[config.mk]
export PLATFORM = sky130hd
export DESIGN_NAME = wdt_bcd_steer
export DESIGN_NICKNAME = d
export VERILOG_FILES = /design/src/rtl/wdt_bcd_pkg.sv /design/src/rtl/wdt_bcd_counter.sv /design/src/rtl/wdt_rst_pulse.sv /design/src/rtl/wdt_regfile.sv /design/src/rtl/wdt_bcd_steer.sv
export SDC_FILE = /design/constraint.sdc
export NUM_CORES = 1
export LEC_CHECK = 0
export ABC_AREA = 1
export BUFFER_PORTS_ARGS = -buffer_cell sky130_fd_sc_hd__buf_2
export CORE_MARGIN = 1
export CORE_UTILIZATION = 55
export DETAILED_ROUTE_END_ITERATION = 6
export PLACE_DENSITY = 0.75
export SLEW_MARGIN = 20
export SYNTH_ARGS = -nofsm -noshare
export SYNTH_HDL_FRONTEND = slang
export SYNTH_HIERARCHICAL = 1
export SYNTH_SLANG_ARGS = --single-unit
[constraint.sdc]
create_clock -name clk -period 3.2 [get_ports clk]
set_clock_uncertainty 0.15 [all_clocks]
set_input_delay 0.32 -clock clk [delete_from_list [all_inputs] [get_ports clk]]
set_output_delay 0.32 -clock clk [all_outputs]
set_load 0.005 [all_outputs]
[src/rtl/wdt_bcd_pkg.sv]
// Package: register addresses, bit positions and the bus request type
// shared by the watchdog modules. Assumes byte-wide registers.
package wdt_bcd_pkg;
    localparam int unsigned REG_W  = 8;
    localparam int unsigned ADDR_W = 5;
    localparam int unsigned DIGIT_W = 4;

    localparam logic [ADDR_W-1:0] ADDR_TO_LO = 5'h0C;
    localparam logic [ADDR_W-1:0] ADDR_TO_HI = 5'h0D;
    localparam logic [ADDR_W-1:0] ADDR_FLAGS = 5'h0E;
    localparam logic [ADDR_W-1:0] ADDR_CTRL  = 5'h0F;

    localparam int unsigned FLAG_IRQ_BIT   = 0;
    localparam int unsigned FLAG_WD_BIT    = 1;
    localparam int unsigned CTRL_STEER_BIT = 0;
    localparam int unsigned CTRL_EN_BIT    = 1;

    typedef struct packed {
        logic              sel;
        logic              wr;
        logic [ADDR_W-1:0] addr;
        logic [REG_W-1:0]  wdata;
    } bus_req_t;
endpackage

[src/rtl/wdt_bcd_counter.sv]
// BCD down-counter: holds DIGITS decimal digits and steps down one unit
// per tick while armed. A load restarts it from load_val. When a tick
// arrives on a count of one, it pulses expire and reloads. Assumes
// load_val holds valid BCD digits.
module wdt_bcd_counter #(
    parameter int unsigned DIGITS = 4
) (
    input  logic                  clk,
    input  logic                  rst_n,
    input  logic                  tick,
    input  logic                  armed,
    input  logic                  load,
    input  logic [4*DIGITS-1:0]   load_val,
    input  logic [4*DIGITS-1:0]   reload_val,
    output logic                  expire
);
    localparam int unsigned CW = 4 * DIGITS;

    logic [CW-1:0]   cnt_q;
    logic [CW-1:0]   cnt_dec;
    logic [DIGITS:0] borrow;
    logic            at_one;

    assign borrow[0] = 1'b1;

    // Per-digit decrement with a borrow chain, least significant digit first.
    for (genvar d = 0; d < DIGITS; d++) begin : g_digit
        logic [3:0] dig;
        assign dig = cnt_q[4*d +: 4];
        always_comb begin
            if (!borrow[d]) begin
                cnt_dec[4*d +: 4] = dig;
            end else if (dig == 4'd0) begin
                cnt_dec[4*d +: 4] = 4'd9;
            end else begin
                cnt_dec[4*d +: 4] = dig - 4'd1;
            end
        end
        assign borrow[d+1] = borrow[d] && (dig == 4'd0);
    end

    assign at_one = (cnt_q == CW'(1));
    assign expire = tick && armed && !load && at_one;

    // Count register: a load wins, then an expiry reloads, else step down.
    always_ff @(posedge clk) begin
        if (!rst_n) begin
            cnt_q <= '0;
        end else if (load) begin
            cnt_q <= load_val;
        end else if (tick && armed) begin
            cnt_q <= at_one ? reload_val : cnt_dec;
        end
    end
endmodule

[src/rtl/wdt_rst_pulse.sv]
// Reset pulse timer: on start it holds active for PULSE_TICKS ticks.
// A start in a tick cycle takes priority, so the pulse covers the
// PULSE_TICKS ticks that follow.
module wdt_rst_pulse #(
    parameter int unsigned PULSE_TICKS = 10
) (
    input  logic clk,
    input  logic rst_n,
    input  logic tick,
    input  logic start,
    output logic active
);
    localparam int unsigned PW = $clog2(PULSE_TICKS + 1);

    logic [PW-1:0] left_q;

    // Remaining-tick counter for the pulse.
    always_ff @(posedge clk) begin
        if (!rst_n) begin
            left_q <= '0;
        end else if (start) begin
            left_q <= PW'(PULSE_TICKS);
        end else if (tick && left_q != '0) begin
            left_q <= left_q - PW'(1);
        end
    end

    assign active = (left_q != '0);
endmodule

[src/rtl/wdt_regfile.sv]
// Register file: time-out digits, control bits, flags and the interrupt
// pin state. Decodes single-cycle bus accesses, builds the restart
// request and the next time-out, and applies the expiry effects.
// Assumes one access per strobe cycle.
module wdt_regfile
    import wdt_bcd_pkg::*;
(
    input  logic                 clk,
    input  logic                 rst_n,
    input  bus_req_t             req,
    input  logic                 expire,
    output logic [2*REG_W-1:0]   timeout_q,
    output logic [2*REG_W-1:0]   timeout_nxt,
    output logic                 restart,
    output logic                 fire_rst,
    output logic [REG_W-1:0]     rdata,
    output logic                 wd_flag,
    output logic                 irq_flag,
    output logic                 irq_pin,
    output logic                 ctl_en
);
    logic [REG_W-1:0] lo_q, hi_q;
    logic steer_q, en_q, wd_q, irq_q, pin_q;
    logic wd_n, irq_n, pin_n, en_n;
    logic hit_lo, hit_hi, hit_fl, hit_ct;
    logic fire_irq;

    assign hit_lo = req.sel && (req.addr == ADDR_TO_LO);
    assign hit_hi = req.sel && (req.addr == ADDR_TO_HI);
    assign hit_fl = req.sel && (req.addr == ADDR_FLAGS);
    assign hit_ct = req.sel && (req.addr == ADDR_CTRL);

    assign restart     = hit_lo || hit_hi;
    assign timeout_q   = {hi_q, lo_q};
    assign timeout_nxt = {(hit_hi && req.wr) ? req.wdata : hi_q,
                          (hit_lo && req.wr) ? req.wdata : lo_q};

    assign fire_irq = expire && en_q && !steer_q;
    assign fire_rst = expire && en_q && steer_q;

    // Next flag, pin and enable state: clears first, expiry sets win.
    always_comb begin
        wd_n  = wd_q;
        irq_n = irq_q;
        pin_n = pin_q;
        en_n  = en_q;
        if (hit_fl && !req.wr) begin
            wd_n  = 1'b0;
            irq_n = 1'b0;
        end
        if (hit_fl && req.wr) begin
            wd_n  = wd_q  && req.wdata[FLAG_WD_BIT];
            irq_n = irq_q && req.wdata[FLAG_IRQ_BIT];
        end
        if (!irq_n) begin
            pin_n = 1'b0;
        end
        if (hit_ct && req.wr) begin
            en_n = req.wdata[CTRL_EN_BIT];
        end
        if (expire) begin
            wd_n = 1'b1;
        end
        if (fire_irq || fire_rst) begin
            irq_n = 1'b1;
        end
        if (fire_irq) begin
            pin_n = 1'b1;
        end
        if (fire_rst) begin
            en_n = 1'b0;
        end
    end

    // State registers updated from the bus and the expiry.
    always_ff @(posedge clk) begin
        if (!rst_n) begin
            lo_q    <= '0;
            hi_q    <= '0;
            steer_q <= 1'b0;
            en_q    <= 1'b0;
            wd_q    <= 1'b0;
            irq_q   <= 1'b0;
            pin_q   <= 1'b0;
        end else begin
            lo_q  <= timeout_nxt[REG_W-1:0];
            hi_q  <= timeout_nxt[2*REG_W-1:REG_W];
            if (hit_ct && req.wr) begin
                steer_q <= req.wdata[CTRL_STEER_BIT];
            end
            en_q  <= en_n;
            wd_q  <= wd_n;
            irq_q <= irq_n;
            pin_q <= pin_n;
        end
    end

    // Read data multiplexer, active only during a read strobe.
    always_comb begin
        rdata = '0;
        if (req.sel && !req.wr) begin
            case (req.addr)
                ADDR_TO_LO: rdata = lo_q;
                ADDR_TO_HI: rdata = hi_q;
                ADDR_FLAGS: begin
                    rdata[FLAG_WD_BIT]  = wd_q;
                    rdata[FLAG_IRQ_BIT] = irq_q;
                end
                ADDR_CTRL: begin
                    rdata[CTRL_EN_BIT]    = en_q;
                    rdata[CTRL_STEER_BIT] = steer_q;
                end
                default: rdata = '0;
            endcase
        end
    end

    assign wd_flag  = wd_q;
    assign irq_flag = irq_q;
    assign irq_pin  = pin_q;
    assign ctl_en   = en_q;
endmodule

[src/rtl/wdt_bcd_steer.sv]
// Top: BCD watchdog with expiry steering. Ties the register file, the
// BCD counter and the reset pulse timer together. Assumes tick_100hz is
// a single-cycle pulse in the clk domain.
module wdt_bcd_steer
    import wdt_bcd_pkg::*;
#(
    parameter int unsigned RST_TICKS = 10
) (
    input  logic              clk,
    input  logic              rst_n,
    input  logic              tick_100hz,
    input  logic              bus_sel,
    input  logic              bus_wr,
    input  logic [ADDR_W-1:0] bus_addr,
    input  logic [REG_W-1:0]  bus_wdata,
    output logic [REG_W-1:0]  bus_rdata,
    output logic              wd_flag,
    output logic              irq_flag,
    output logic              irq_drive,
    output logic              rst_drive
);
    localparam int unsigned DIGITS = (2 * REG_W) / DIGIT_W;

    bus_req_t            req;
    logic [2*REG_W-1:0]  timeout_q, timeout_nxt;
    logic                restart, fire_rst, expire, armed, ctl_en;

    assign req   = '{sel: bus_sel, wr: bus_wr, addr: bus_addr, wdata: bus_wdata};
    assign armed = (timeout_q != '0);

    wdt_regfile u_regs (
        .clk         (clk),
        .rst_n       (rst_n),
        .req         (req),
        .expire      (expire),
        .timeout_q   (timeout_q),
        .timeout_nxt (timeout_nxt),
        .restart     (restart),
        .fire_rst    (fire_rst),
        .rdata       (bus_rdata),
        .wd_flag     (wd_flag),
        .irq_flag    (irq_flag),
        .irq_pin     (irq_drive),
        .ctl_en      (ctl_en)
    );

    wdt_bcd_counter #(.DIGITS(DIGITS)) u_cnt (
        .clk        (clk),
        .rst_n      (rst_n),
        .tick       (tick_100hz),
        .armed      (armed),
        .load       (restart),
        .load_val   (timeout_nxt),
        .reload_val (timeout_q),
        .expire     (expire)
    );

    wdt_rst_pulse #(.PULSE_TICKS(RST_TICKS)) u_rst (
        .clk    (clk),
        .rst_n  (rst_n),
        .tick   (tick_100hz),
        .start  (fire_rst),
        .active (rst_drive)
    );
endmodule

==> reports/metrics.yaml <==
syn-num-nets: 477
power_mw: 1.41
drt_first_pass_iters: 5
fmax_mhz: 442
grt_max_degree: 23
nNetsFinal: 498
cp-end-kind: "flop"
maxCapViolCount: 0
rsz0062_at_grt: "no"
ir_worst_vdd_mv: 0.233
min_period_over_period_pct: 70.8
insertion_delay_ns: 0.30
cts-htree-levels: 2
syn_to_final_growth_pct: 8.77
diodes: 0
preCtsSetupSlack_ns: 0.700
final_layout_size_suffix_gt1_share_pct: 16.3
wl_met3_um: 377
start_util_pct: 58.6
syn_inst: 458
cts_tree: "yes"
wl_per_cell_um: 12.0
cts_max_path_buffers: 2
first_global_vias: 2302
setup_ws_ns: 0.935
fin_hold_ws_ns: 0.180
cp.arrival_ns: 2.31
drc: 0
die_area_um2: 5430
slew_headroom_pct: 62.1
p_per_area_nw_per_um2: 459
wl_met1_um: 3340
boundaryPins: 30
fp-row-count: 25
regArea_um2: 821
grt_pass1_wl_um: 11000
grt_usage_pct: 26.3
yosysSeqAreaShare_pct: 29.1
fillCellCount: 454
yosysUniqueCellTypes: 27
yosys_warnings: 6
multi_input_area_um2: 1660
place_congestion: 0.865
viasPerCell: 5.28
clk_pin_slew_ns: 0.08
hp-class: "input pin to flop"
drt_iter0_markers: 252
hold_viol_final: 0
io_buffers: 29
synth_area_per_cell_um2: 6.17
path_class: "input pin to flop"
dp_hpwl_um: 4860
cts_buffers: 5
antenna_found_initial: 0
drtAntennaViolNets: 0
postCtsSetupBuffers: 0
cts.sinks: 41
finalCriticalPeriod_ns: 2.26
setup_viol: 0
setup_tns_ns: 0
design.core.area_um2: 4820
placed_cells: 539
cts_hold_buf: 0
overflow: 0
finalMaxSlewViolations: 0
critPathLaunchType: "input pin"
die_y_um: 73.7
worstMarginPinSlew_ns: 0.566
p_leak_nw: 1.57
stdcell_count: 547
top_layer: "met4"
vias: 2889
cp.required_ns: 3.25
ys_seq_elements: 41
critPathMaxFanout: 14
syn_area_um2: 2830
cts_root_buf: "clkbuf_8"
routed_wl_um: 6590
ctsResizeCount: 0
dieWidth_um: 73.7
dr_wl_met2_um: 2810
outcome: "complete, no violations"
flip-flops by register name (all words and copies together) (netlist names):
| register | cells |
|---|---|
| u_cnt/cnt_q | 16 |
| u_regs/hi_q | 8 |
| u_regs/lo_q | 8 |
| u_rst/left_q | 4 |
| u_regs/ctl_en | 1 |
| u_regs/irq_flag | 1 |
| u_regs/irq_pin | 1 |
| u_regs/steer_q | 1 |
| u_regs/wd_flag | 1 |
worst max-delay path, cell delays in order:
cell and delay, ns:
buf_2 0.10, nand2_1 0.16, nor2_4 0.11, o211a_1 0.26, inv_1 0.32, nand3_1 0.21, nor2_1 0.26, nand2_1 0.13
nor2_1 0.10, inv_1 0.09, nand3_1 0.09, nand3_1 0.07, nand2_1 0.06, inv_1 0.04
cell families (layout without fill, tap and decap cells):
kind of cell,count (synthesis),in the layout,share of synthesized area [%]
simple gates,281,281,47.7
flops,41,41,29.1
buf+inv,77,99,12.1
fa+ha+maj,1,1,0.443
compound gates,58,58,10.8
path summary, 6_finish.rpt:
check	start	to	slack (ns)	depth (start not counted)
worst max-delay path	bus_addr[3]	u_rst/left_q[3]$_SDFFE_PN0P_	0.94	14
worst min-delay path	bus_wdata[0]	u_regs/hi_q[0]$_SDFF_PN0_	0.18	3
worst max register to register	u_cnt/cnt_q[4]$_SDFFE_PN0P_	u_rst/left_q[3]$_SDFFE_PN0P_	0.94	12
worst min register to register	u_regs/irq_pin$_SDFFE_PN0P_	u_regs/irq_pin$_SDFFE_PN0P_	0.35	2
report_power, final:
| group | internal, mW | switching (mW) |
|---|---|---|
| Combinational | 0.140 | 0.258 |
| Sequential | 0.542 | 0.0258 |
| Clock | 0.254 | 0.191 |
placed cells by master, fill, tap and decap left out, drive strengths merged:
master / n
a21oi: 18
buf: 31
bufinv: 1
clkbuf: 6
clkinv: 1
clkinvlp: 1
dfxtp: 41
ha: 1
inv: 59
nand2: 123
nand3: 57
nand3b: 3
nand4: 16
nor2: 81
o211a: 1
o21ai: 37
o21bai: 2
or2: 1
cell type report:
| type | instances | share of cell area (%) |
|---|---|---|
| clock inverter | 2 | 1.22 |
| sequential | 41 | 26.7 |
| timing repair buffer | 31 | 5.21 |
| multi-input combinational | 340 | 54.1 |
| tap | 67 | 2.73 |
| inverter | 60 | 7.33 |
| clock buffer | 6 | 2.69 |
synth_stat cells, drive strengths merged:
master	number	share of area [%]
or2	1	0.22
clkinv	1	0.13
buf	13	3.6
o21ai	37	6.6
clkbuf	4	0.53
nor2	81	13
o21bai	2	0.53
a21oi	18	3.3
inv	59	7.8
nand4	16	3.5
nand2	123	18
nand3	57	12
o211a	1	0.35
dfxtp	41	29
nand3b	3	0.93
ha	1	0.44
metrics by stage:
stage               util, %  instance area [µm²]
finish                 63.8                 3070
detailed placement     61.3                 2950
CTS                    63.8                 3070
global placement       61.3                 2950
floorplan                 -                 2830
global route           63.8                 3070
metal layers:
| metal | vias to the layer above | track usage (%) |
|---|---|---|
| met4 | 0 | 6.20 |
| met5 | - | 0 |
| li1 | 1497 | - |
| met1 | 1278 | 40.6 |
| met2 | 106 | 37.6 |
| met3 | 8 | 4.53 |
(Power assumes the default switching activity.)
